File: src/rtl/timer_pkg.sv
`timescale 1ns/1ps
package timer_pkg;
  typedef struct packed {
    logic clearAll;    // empty every stage this cycle
    logic stepSeries;  // advance the full 24-bit chain
    logic stepSplit;   // advance each 8-bit section on its own
    logic forceLow;    // hold output low
    logic forceHigh;   // hold output high (preload or armed latch)
  } timerStrobe_t;
endpackage

File: src/rtl/timer_ctrl.sv
`timescale 1ns/1ps
module timer_ctrl #(
  parameter int SYNC_STAGES = 2
) (
  input  logic                   clk,
  input  logic                   rstN,
  input  logic                   countIn,
  input  logic                   clearIn,
  input  logic                   preloadIn,
  input  logic                   holdIn,
  input  logic                   skipIn,
  output timer_pkg::timerStrobe_t strobe
);
  // syncPipe[SYNC_STAGES] is one cycle older than syncPipe[SYNC_STAGES-1]
  logic [SYNC_STAGES:0] syncPipe;
  logic fallEdge, splitMode, clrMode, loadHigh, edgeOk, armed;

  always_ff @(posedge clk or negedge rstN) begin
    if (!rstN) syncPipe <= '0;
    else       syncPipe <= {syncPipe[SYNC_STAGES-1:0], countIn};
  end

  assign fallEdge  = syncPipe[SYNC_STAGES] & ~syncPipe[SYNC_STAGES-1];
  assign splitMode = clearIn & preloadIn & skipIn;
  assign clrMode   = (clearIn | preloadIn) & ~splitMode;
  assign loadHigh  = preloadIn & ~clearIn;
  assign edgeOk    = fallEdge & ~holdIn;

  // output conditioning latch: armed by preload, spent by first count edge
  always_ff @(posedge clk or negedge rstN) begin
    if (!rstN)          armed <= 1'b0;
    else if (clrMode)   armed <= loadHigh;
    else if (splitMode) armed <= 1'b0;
    else if (edgeOk)    armed <= 1'b0;
  end

  always_comb begin
    strobe.clearAll   = clrMode;
    strobe.stepSeries = edgeOk & ~armed & ~splitMode & ~clrMode;
    strobe.stepSplit  = edgeOk & splitMode;
    strobe.forceLow   = clearIn & ~splitMode;
    strobe.forceHigh  = loadHigh | armed;
  end
endmodule

File: src/rtl/timer_datapath.sv
`timescale 1ns/1ps
module timer_datapath #(
  parameter int STAGES  = 24,
  parameter int SECTION = 8,
  parameter int SKIP    = 8,
  parameter int SEL_W   = 4,
  parameter int PW_W    = 8
) (
  input  logic                    clk,
  input  logic                    rstN,
  input  timer_pkg::timerStrobe_t strobe,
  input  logic                    skipIn,
  input  logic [SEL_W-1:0]        stageSel,
  input  logic                    pulseEn,
  input  logic [PW_W-1:0]         pulseWidth,
  output logic [STAGES-1:0]       stageCount,
  output logic                    timerOut
);
  localparam int NUM_SEC = STAGES / SECTION;
  localparam int IDX_W   = $clog2(STAGES);

  logic [STAGES-1:0] splitNext;
  logic [IDX_W-1:0]  selIdx;
  logic              selBit, prevSel, trigger;
  logic [PW_W-1:0]   pulseCnt, loadVal;

  // per-section increment used in self-test mode (no carry between sections)
  for (genvar g = 0; g < NUM_SEC; g++) begin : g_sec
    assign splitNext[g*SECTION +: SECTION] = stageCount[g*SECTION +: SECTION] + 1'b1;
  end

  always_ff @(posedge clk or negedge rstN) begin
    if (!rstN)                  stageCount <= '0;
    else if (strobe.clearAll)   stageCount <= '0;
    else if (strobe.stepSplit)  stageCount <= splitNext;
    else if (strobe.stepSeries) stageCount <= stageCount + 1'b1;
  end

  assign selIdx = skipIn ? IDX_W'(stageSel) : IDX_W'(stageSel) + IDX_W'(SKIP);
  assign selBit = stageCount[selIdx];

  // digital one-shot: reload on each rise of the selected stage
  assign trigger = selBit & ~prevSel;
  assign loadVal = (pulseWidth == '0) ? PW_W'(1) : pulseWidth;

  always_ff @(posedge clk or negedge rstN) begin
    if (!rstN) begin
      prevSel  <= 1'b0;
      pulseCnt <= '0;
    end else if (strobe.clearAll) begin
      prevSel  <= 1'b0;
      pulseCnt <= '0;
    end else begin
      prevSel <= selBit;
      if (trigger)              pulseCnt <= loadVal;
      else if (pulseCnt != '0)  pulseCnt <= pulseCnt - 1'b1;
    end
  end

  always_comb begin
    if (strobe.forceLow)       timerOut = 1'b0;
    else if (strobe.forceHigh) timerOut = 1'b1;
    else if (pulseEn)          timerOut = (pulseCnt != '0);
    else                       timerOut = selBit;
  end
endmodule

File: src/rtl/prog_interval_timer.sv
`timescale 1ns/1ps
module prog_interval_timer #(
  parameter int STAGES  = 24,
  parameter int SECTION = 8,
  parameter int SKIP    = 8,
  parameter int SEL_W   = 4,
  parameter int PW_W    = 8
) (
  input  logic             clk,
  input  logic             rstN,
  input  logic             countIn,
  input  logic             clearIn,
  input  logic             preloadIn,
  input  logic             holdIn,
  input  logic             skipIn,
  input  logic [SEL_W-1:0] stageSel,
  input  logic             pulseEn,
  input  logic [PW_W-1:0]  pulseWidth,
  output logic             timerOut
);
  timer_pkg::timerStrobe_t strobe;
  logic [STAGES-1:0]       stageCount;

  timer_ctrl #(.SYNC_STAGES(2)) u_ctrl (
    .clk(clk), .rstN(rstN), .countIn(countIn), .clearIn(clearIn),
    .preloadIn(preloadIn), .holdIn(holdIn), .skipIn(skipIn), .strobe(strobe)
  );

  timer_datapath #(
    .STAGES(STAGES), .SECTION(SECTION), .SKIP(SKIP), .SEL_W(SEL_W), .PW_W(PW_W)
  ) u_dp (
    .clk(clk), .rstN(rstN), .strobe(strobe), .skipIn(skipIn), .stageSel(stageSel),
    .pulseEn(pulseEn), .pulseWidth(pulseWidth), .stageCount(stageCount),
    .timerOut(timerOut)
  );
endmodule

File: config.mk
export PLATFORM = sky130hd
export DESIGN_NAME = prog_interval_timer
export DESIGN_NICKNAME = d
export VERILOG_FILES = /design/src/rtl/timer_pkg.sv /design/src/rtl/timer_ctrl.sv /design/src/rtl/timer_datapath.sv /design/src/rtl/prog_interval_timer.sv
export SDC_FILE = /design/constraint.sdc
export NUM_CORES = 1
export LEC_CHECK = 0
export BUFFER_PORTS_ARGS = -buffer_cell sky130_fd_sc_hd__buf_2
export CAP_MARGIN = 25
export CORE_MARGIN = 5
export CORE_UTILIZATION = 30
export CTS_CLUSTER_DIAMETER = 30
export CTS_CLUSTER_SIZE = 28
export DETAILED_ROUTE_END_ITERATION = 6
export PLACE_DENSITY = 0.57
export RECOVER_POWER = 100
export SETUP_SLACK_MARGIN = 0.2
export SLEW_MARGIN = 10
export SYNTH_ARGS = -nofsm -noshare
export SYNTH_HDL_FRONTEND = slang
export SYNTH_SLANG_ARGS = --single-unit
File: constraint.sdc
create_clock -name clk -period 4.8 [get_ports clk]
set_input_delay 0.96 -clock clk [delete_from_list [all_inputs] [get_ports clk]]
set_output_delay 0.96 -clock clk [all_outputs]
set_load 0.1 [all_outputs]
==> qor.yml, run 1 <==
cells_and_area:
  fin_nets: 308
  areaGrowthSynthToFinish_pct: 11.6
  final_core_util: 0.343
  diodes: 0
  final_layout_size_suffix_gt1_frac: 0.127
  most-common-layout-cells: "dfrtp_1, nand2_1, a21oi_1"
  most_frequent_standard_cell_in_the_layout_excluding_fill_and_tap_cells: "dfrtp_1"
  fill_cells: 807
critical_path:
  crit_family: "buffers and inverters"
  slowest_stage: "mux4_2"
  crit_path_start_kind: "input port"
  regToRegStartpoint: "u_ctrl.syncPipe[1]"
  highest_net_fanout_along_the_worst_path: 10
  critical_path.endpoint_type: "output pin"
  crit_buf_inv: 2
  worstSetupEndpoint: "timerOut"
  cp_data_arrival_time_ns: 2.84
  r2r_cells: 5
  path_class: "input port to output pin"
  req_time_crit_path_ns: 3.84
  max_stage_delay_ns: 0.58
  rr_endpoint: "u_dp.stageCount[14]"
  cp-startpoint: "stageSel[0]"
  worstPathCellList: "clkbuf_1, mux4_2, a22o_1, nor3_1, a21oi_1, buf_2"
  crit_cells: 6
  setup_slack_on_the_worst_flop_to_flop_path_ns: 2.46
clock_tree:
  clk_pin_slew_worst_paths_ns: 0.07
  cts_post_setup_buffers_inserted: 0
  post_cts.resized_instances: 0
  clock_tree.root_cell: "clkbuf_8"
  cts_tree: "done"
  cts-root-to-sink-buffers: 2
  cts_made_buffers: 5
  clk_latency_ns: 0.29
  sink_count: 37
  cts_hold_repair.buffers: 0
  number_of_levels_the_h_tree_was_split_into: 2
timing:
  worst-slew-pin-transition_ns: 2.00
  slew_violations: 38
  report.final.setup_viol: 0
  clock.fmax_ghz: 0.263
  tns_ns: 0
  time_the_worst_path_needs_with_i_o_delays_and_setup_ns: 3.80
  count_of_final_hold_check_violations: 0
  slew_headroom: -0.336
  finalClockSkew_ns: 0.00637
  rsz0062_at_grt: "false"
  final.period_utilization: 0.792
global_routing:
  globalRouteOverflowTotal: 0
  number_of_global_route_vias_before_repair: 1868
  largest_net_degree_at_the_start_of_global_routing: 38
  gr-usage-all-layers: 0.110
  grt_antenna_before_repair: 1
  wire_length_of_the_first_global_routing_pass_microns: 8830
logic_synthesis:
  dominantRegCellSynth: "dfrtp_1"
  post_synth_net_total: 287
  postSynthCellCount: 261
  ys_async_sr_fraction: 1.00
  number_of_flops_mapped_to_enable_cells_by_yosys: 0
  syn_avg_cell_area_sq_um: 9.11
  synth_area_sq_um: 2380
  synth.yosys.seq_area_share: 0.389
  postSynthRegisterBits: 37
  synthDistinctLibCells: 51
  yosys_warnings: 0
place:
  place_congestion: 0.786
  numPortBuffers: 20
  dp_hpwl_microns: 3840
worst_hold_path:
  hold_path_class: "flop to flop"
routing:
  first_iter_violations: 57
  route.detailed.drc: 0
  drt_first_pass_iters: 4
  antenna_violating_nets_post_route: 0
  wl_per_cell_microns: 13.5
  routed_wl_microns: 5180
  routed_via_density: 5.15
  detailroute.via_count: 1983
run_status:
  failed_checks: "max-capacitance violations, max-slew violations"
  outcome: "finished, violations left"
die:
  core_area_sq_um: 7730
  top_level_ports: 21
  height_of_the_die_microns: 99.0
  start_util: 0.308
  die_w_microns: 99.0
  row_count: 32
  design.die.area_sq_um: 9800
power:
  worst_ir_drop_vdd_uv: 144
  power.density_nw_per_um2: 361
  leakage_nw: 1.13
  p_total_mw: 0.958
flow_run:
  cap_viol_max_count: 1
-- state kept, by name (all words and copies together), names as in the netlist --
name             cells
u_dp.stageCount     24
u_ctrl.armed         1
u_ctrl.syncPipe      3
u_dp.prevSel         1
u_dp.pulseCnt        8
-- layout make-up --
cell class | count | area [sq um] | area share
Clock buffer | 7 | 86.3 | 0.0325
Clock inverter | 1 | 30.0 | 0.0113
Inverter | 10 | 37.5 | 0.0141
Multi-Input combinational cell | 206 | 1340 | 0.504
Sequential cell | 37 | 926 | 0.349
Tap cell | 102 | 128 | 0.0481
Timing Repair Buffer | 22 | 108 | 0.0405
-- power by group --
group	leakage, nW	total [mW]	switching, mW	internal, mW
combinational	0.563	0.305	0.164	0.141
sequential	0.504	0.371	0.0293	0.342
clock	0.0585	0.282	0.112	0.169
-- worst min-delay path by stage --
stage | startpoint | endpoint | slack [ns] | cells past startpoint
final | u_ctrl.syncPipe[0] | u_ctrl.syncPipe[1] | 0.35 | 0
after CTS | u_ctrl.syncPipe[0] | u_ctrl.syncPipe[1] | 0.36 | 0
after detailed placement | u_ctrl.syncPipe[0] | u_ctrl.syncPipe[1] | 0.34 | 0
after floorplan | u_ctrl.syncPipe[0] | u_ctrl.syncPipe[1] | 0.33 | 0
after global routing | u_ctrl.syncPipe[0] | u_ctrl.syncPipe[1] | 0.38 | 0
after global placement | u_ctrl.syncPipe[0] | u_ctrl.syncPipe[1] | 0.33 | 0
-- cell usage after synthesis (all sizes together), types with 8 or more instances --
| cell | number | share of area |
|---|---|---|
| dfrtp | 37 | 0.39 |
| nand2 | 26 | 0.041 |
| a21oi | 22 | 0.048 |
| nor2 | 21 | 0.034 |
| mux2i | 17 | 0.072 |
| o21ai | 14 | 0.029 |
| inv | 10 | 0.016 |
| nand3 | 10 | 0.021 |
| nand4 | 10 | 0.026 |
| nor3 | 9 | 0.024 |
| or3 | 9 | 0.026 |
| or4 | 8 | 0.027 |
| xor2 | 8 | 0.029 |
-- worst register-to-register path, cell delays in order, from the launching register on --
cell,delay (ns)
dfrtp_1,0.38
or3b_1,0.48
o22ai_1,0.39
a31oi_1,0.31
or4_1,0.57
a21oi_1,0.15
-- routing by layer --
metal  up-vias  routed length (microns)  global-route usage
met1       953                     2450               0.138
met5         -                        7                   0
li1       1002                        -                   -
met2        17                     2510               0.183
met4         2                       74              0.0378
met3         9                      140              0.0283
-- through the flow --
stage               cell area (sq um)  hold slack [ns]  std cells  worst slack [ns]
global route                     2650            0.381        385             0.801
detailed placement               2570            0.342        377              1.23
finish                           2650            0.353        385             0.999
floorplan                        2380            0.331        261             0.583
global placement                 2570            0.332        377              1.23
CTS                              2690            0.359        385              1.23
-- kinds of logic after synthesis --
logic type / after synthesis / synth area share
AOI/OAI and AO/OA: 54 / 0.144
DFF: 37 / 0.389
and+or+nand+nor: 115 / 0.264
xor gates and xnor gates: 11 / 0.0405
buffers and inverters: 18 / 0.0353
adders and majority gates: 6 / 0.0316
muxes: 20 / 0.0953
Power figures use the tool's default switching activity.
==> run 2, diff against run 1 <==
Clock period 4.8 ns to 3.7 ns, I/O delays scaled along.
==> run 2 against run 1 <==
The run still ends with max-capacitance violations, max-slew violations left. Critical path depth unchanged. Cell count increased by 0.26%. Combinational power increased by 39%. Worst setup slack got worse by 0.51 ns. Cell area unchanged. Sequential share of layout area unchanged. Global-route usage increased by 0.25 points.
==> qor.yml, run 2 (synthesized netlist as in run 1, its figures left out) <==
timing:
  rsz0062_at_grt: "false"
  time_the_worst_path_needs_with_i_o_delays_and_setup_ns: 3.21
  slew_headroom: -0.352  # -0.0162
  setup_ws_ns: 0.490  # -0.509 ns
  slew_violations: 38  # unchanged
  finalClockSkew_ns: 0.00571  # -0.000663 ns
  tns_ns: 0  # unchanged
  final.period_utilization: 0.868
  clock.fmax_ghz: 0.311
  worst-slew-pin-transition_ns: 2.03  # +0.0243 ns
  report.final.setup_viol: 0  # unchanged
  count_of_final_hold_check_violations: 0  # unchanged
routing:
  detailroute.via_count: 2002  # +0.96%
  routed_via_density: 5.19  # +0.70%
  first_iter_violations: 84  # +47%
  drt_first_pass_iters: 4  # unchanged
  wl_per_cell_microns: 13.4  # -0.22%
  route.detailed.drc: 0  # unchanged
  antenna_violating_nets_post_route: 0  # unchanged
  routed_wl_microns: 5180  # about the same
worst_hold_path:
  holdCritStartpoint: "u_ctrl.syncPipe[0]"
  hold_path_class: "flop to flop"
cells_and_area:
  diodes: 0  # unchanged
  final_layout_size_suffix_gt1_frac: 0.148  # +0.0207
  areaGrowthSynthToFinish_pct: 11.6  # unchanged
  final_cell_count_no_fill: 386  # +0.26%
  biggestRegsByFlops: "u_dp.stageCount x24, u_dp.pulseCnt x8, u_ctrl.syncPipe x3"
  most-common-layout-cells: "dfrtp_1, nand2_1, a21oi_1"
  multi_input_gate_area_in_the_final_layout_sq_um: 1350  # +0.65%
  register_with_the_highest_flop_count: "u_dp.stageCount"
  most_frequent_standard_cell_in_the_layout_excluding_fill_and_tap_cells: "dfrtp_1"
  largest_reg_flops: 24  # unchanged
  fill_cells: 826  # +2.4%
  sequential_cell_area_sq_um: 926  # unchanged
  final_core_util: 0.343  # unchanged
  finalInstanceArea_sq_um: 2650  # unchanged
  fin_nets: 310  # +0.65%
clock_tree:
  clock_tree.root_cell: "clkbuf_8"
  cts_hold_repair.buffers: 0  # unchanged
  cts_tree: "done"
  clk_latency_ns: 0.28  # about the same
  cts-root-to-sink-buffers: 2  # unchanged
  cts_post_setup_buffers_inserted: 0  # unchanged
  clk_pin_slew_worst_paths_ns: 0.07  # about the same
  number_of_levels_the_h_tree_was_split_into: 2  # unchanged
  post_cts.resized_instances: 0  # unchanged
  cts_made_buffers: 5  # unchanged
  sink_count: 37  # unchanged
global_routing:
  number_of_global_route_vias_before_repair: 1993  # +6.7%
  globalRouteOverflowTotal: 0  # unchanged
  wire_length_of_the_first_global_routing_pass_microns: 9230  # +4.5%
  largest_net_degree_at_the_start_of_global_routing: 38  # unchanged
  gr-usage-all-layers: 0.112  # +0.00245
  grt_antenna_before_repair: 0  # -1
critical_path:
  crit_path_start_kind: "input port"
  req_time_crit_path_ns: 2.96  # -0.88 ns
  path_class: "input port to output pin"
  cp_data_arrival_time_ns: 2.47  # -0.37 ns
  slowest_stage: "mux4_2"
  critical_path.endpoint_type: "output pin"
  cp-startpoint: "stageSel[0]"
  worstPathCellList: "buf_2, mux4_2, a22o_1, nor3_1, a21oi_2, clkbuf_2"
  max_stage_delay_ns: 0.53  # -0.05 ns
  regToRegStartpoint: "u_ctrl.syncPipe[1]"
  highest_net_fanout_along_the_worst_path: 10  # unchanged
power:
  power.switching_fraction: 0.334  # +0.0155
  share_of_total_power_in_sequential_cells: 0.404  # +0.017
  worst_ir_drop_vdd_uv: 152  # +5.6%
  p_sw_mw: 0.398  # +30%
  clkPwrFrac: 0.239  # -0.055
  comb_power_frac: 0.357  # +0.039
  cellInternalPower_mw: 0.792  # +21%
  power.density_nw_per_um2: 449  # +24%
  leakage_nw: 1.13  # +0.56%
die:
  core_area_sq_um: 7730  # unchanged
  row_count: 32  # unchanged
  height_of_the_die_microns: 99.0  # unchanged
  die_w_microns: 99.0  # unchanged
  top_level_ports: 21  # unchanged
  start_util: 0.308  # unchanged
  design.die.area_sq_um: 9800  # unchanged
place:
  dpl-instance-area_sq_um: 2590  # +0.73%
  place_inst: 379  # +0.53%
  place_congestion: 0.807  # +2.7%
  dp_hpwl_microns: 3930  # +2.4%
  numPortBuffers: 20  # unchanged
  dp_slack_ns: 0.537  # -0.688 ns
flow_run:
  cap_viol_max_count: 1  # unchanged
run_status:
  outcome: "finished, violations left"
  failed_checks: "max-capacitance violations, max-slew violations"
[run 2: cell types whose count changed in the layout (fill, tap and decap cells not counted), sizes merged]
| cell | before | now |
|---|---|---|
| buf | 18 | 22 |
| bufinv | 1 | 0 |
| clkbuf | 11 | 9 |
[run 2: cell type report]
| class | count | share of cell area |
|---|---|---|
| tap | 102 | 0.0481 |
| clock buffer | 7 | 0.0325 |
| inverter | 10 | 0.0141 |
| multi-input combinational | 206 | 0.508 |
| timing repair buffer | 24 | 0.0486 |
| sequential | 37 | 0.349 |
[run 2: stage by stage]
| step | hold WS [ns] | power, mW |
|---|---|---|
| detailed placement | 0.336 | 0.919 |
| floorplan | 0.331 | 0.814 |
| CTS | 0.352 | 1.21 |
| finish | 0.348 | 1.19 |
| global route | 0.372 | 1.28 |
| global placement | 0.332 | 0.917 |
[run 2: worst paths after layout]
| kind | end | slack, ns | cells after the start |
|---|---|---|---|
| setup / recovery | timerOut | 0.49 | 6 |
| hold reg to reg | u_ctrl.syncPipe[1] | 0.35 | 0 |
| hold / removal | u_ctrl.syncPipe[1] | 0.35 | 0 |
| setup reg to reg | u_dp.stageCount[23] | 1.36 | 5 |
| min in group asynchronous | u_dp.pulseCnt[5] | 1.02 | 1 |
| max in group asynchronous | u_dp.stageCount[13] | 1.51 | 1 |
[run 2: metal layers]
| layer | wire length, microns | vias up | GRT usage |
|---|---|---|---|
| li1 | - | 1007 | - |
| met1 | 2500 | 962 | 0.152 |
| met2 | 2520 | 29 | 0.184 |
| met3 | 128 | 4 | 0.0212 |
| met4 | 30 | 0 | 0.0294 |
| met5 | 0 | - | 0 |
[run 2: power groups by stage]
| stage | clock (mW) | combinational (mW) | sequential, mW |
|---|---|---|---|
| global placement | 0 | 0.429 | 0.488 |
| CTS | 0.297 | 0.435 | 0.481 |
| global route | 0.313 | 0.478 | 0.488 |
| detailed placement | 0 | 0.429 | 0.489 |
| finish | 0.284 | 0.425 | 0.481 |
| floorplan | 0 | 0.334 | 0.480 |
[run 2: critical path: cells and delay by family]
kind                   cells  cell delay, ns
AND/OR/NAND/NOR            1            0.26
multiplexers               1            0.53
AO/OA/AOI/OAI              2            0.32
buffers and inverters      2            0.61
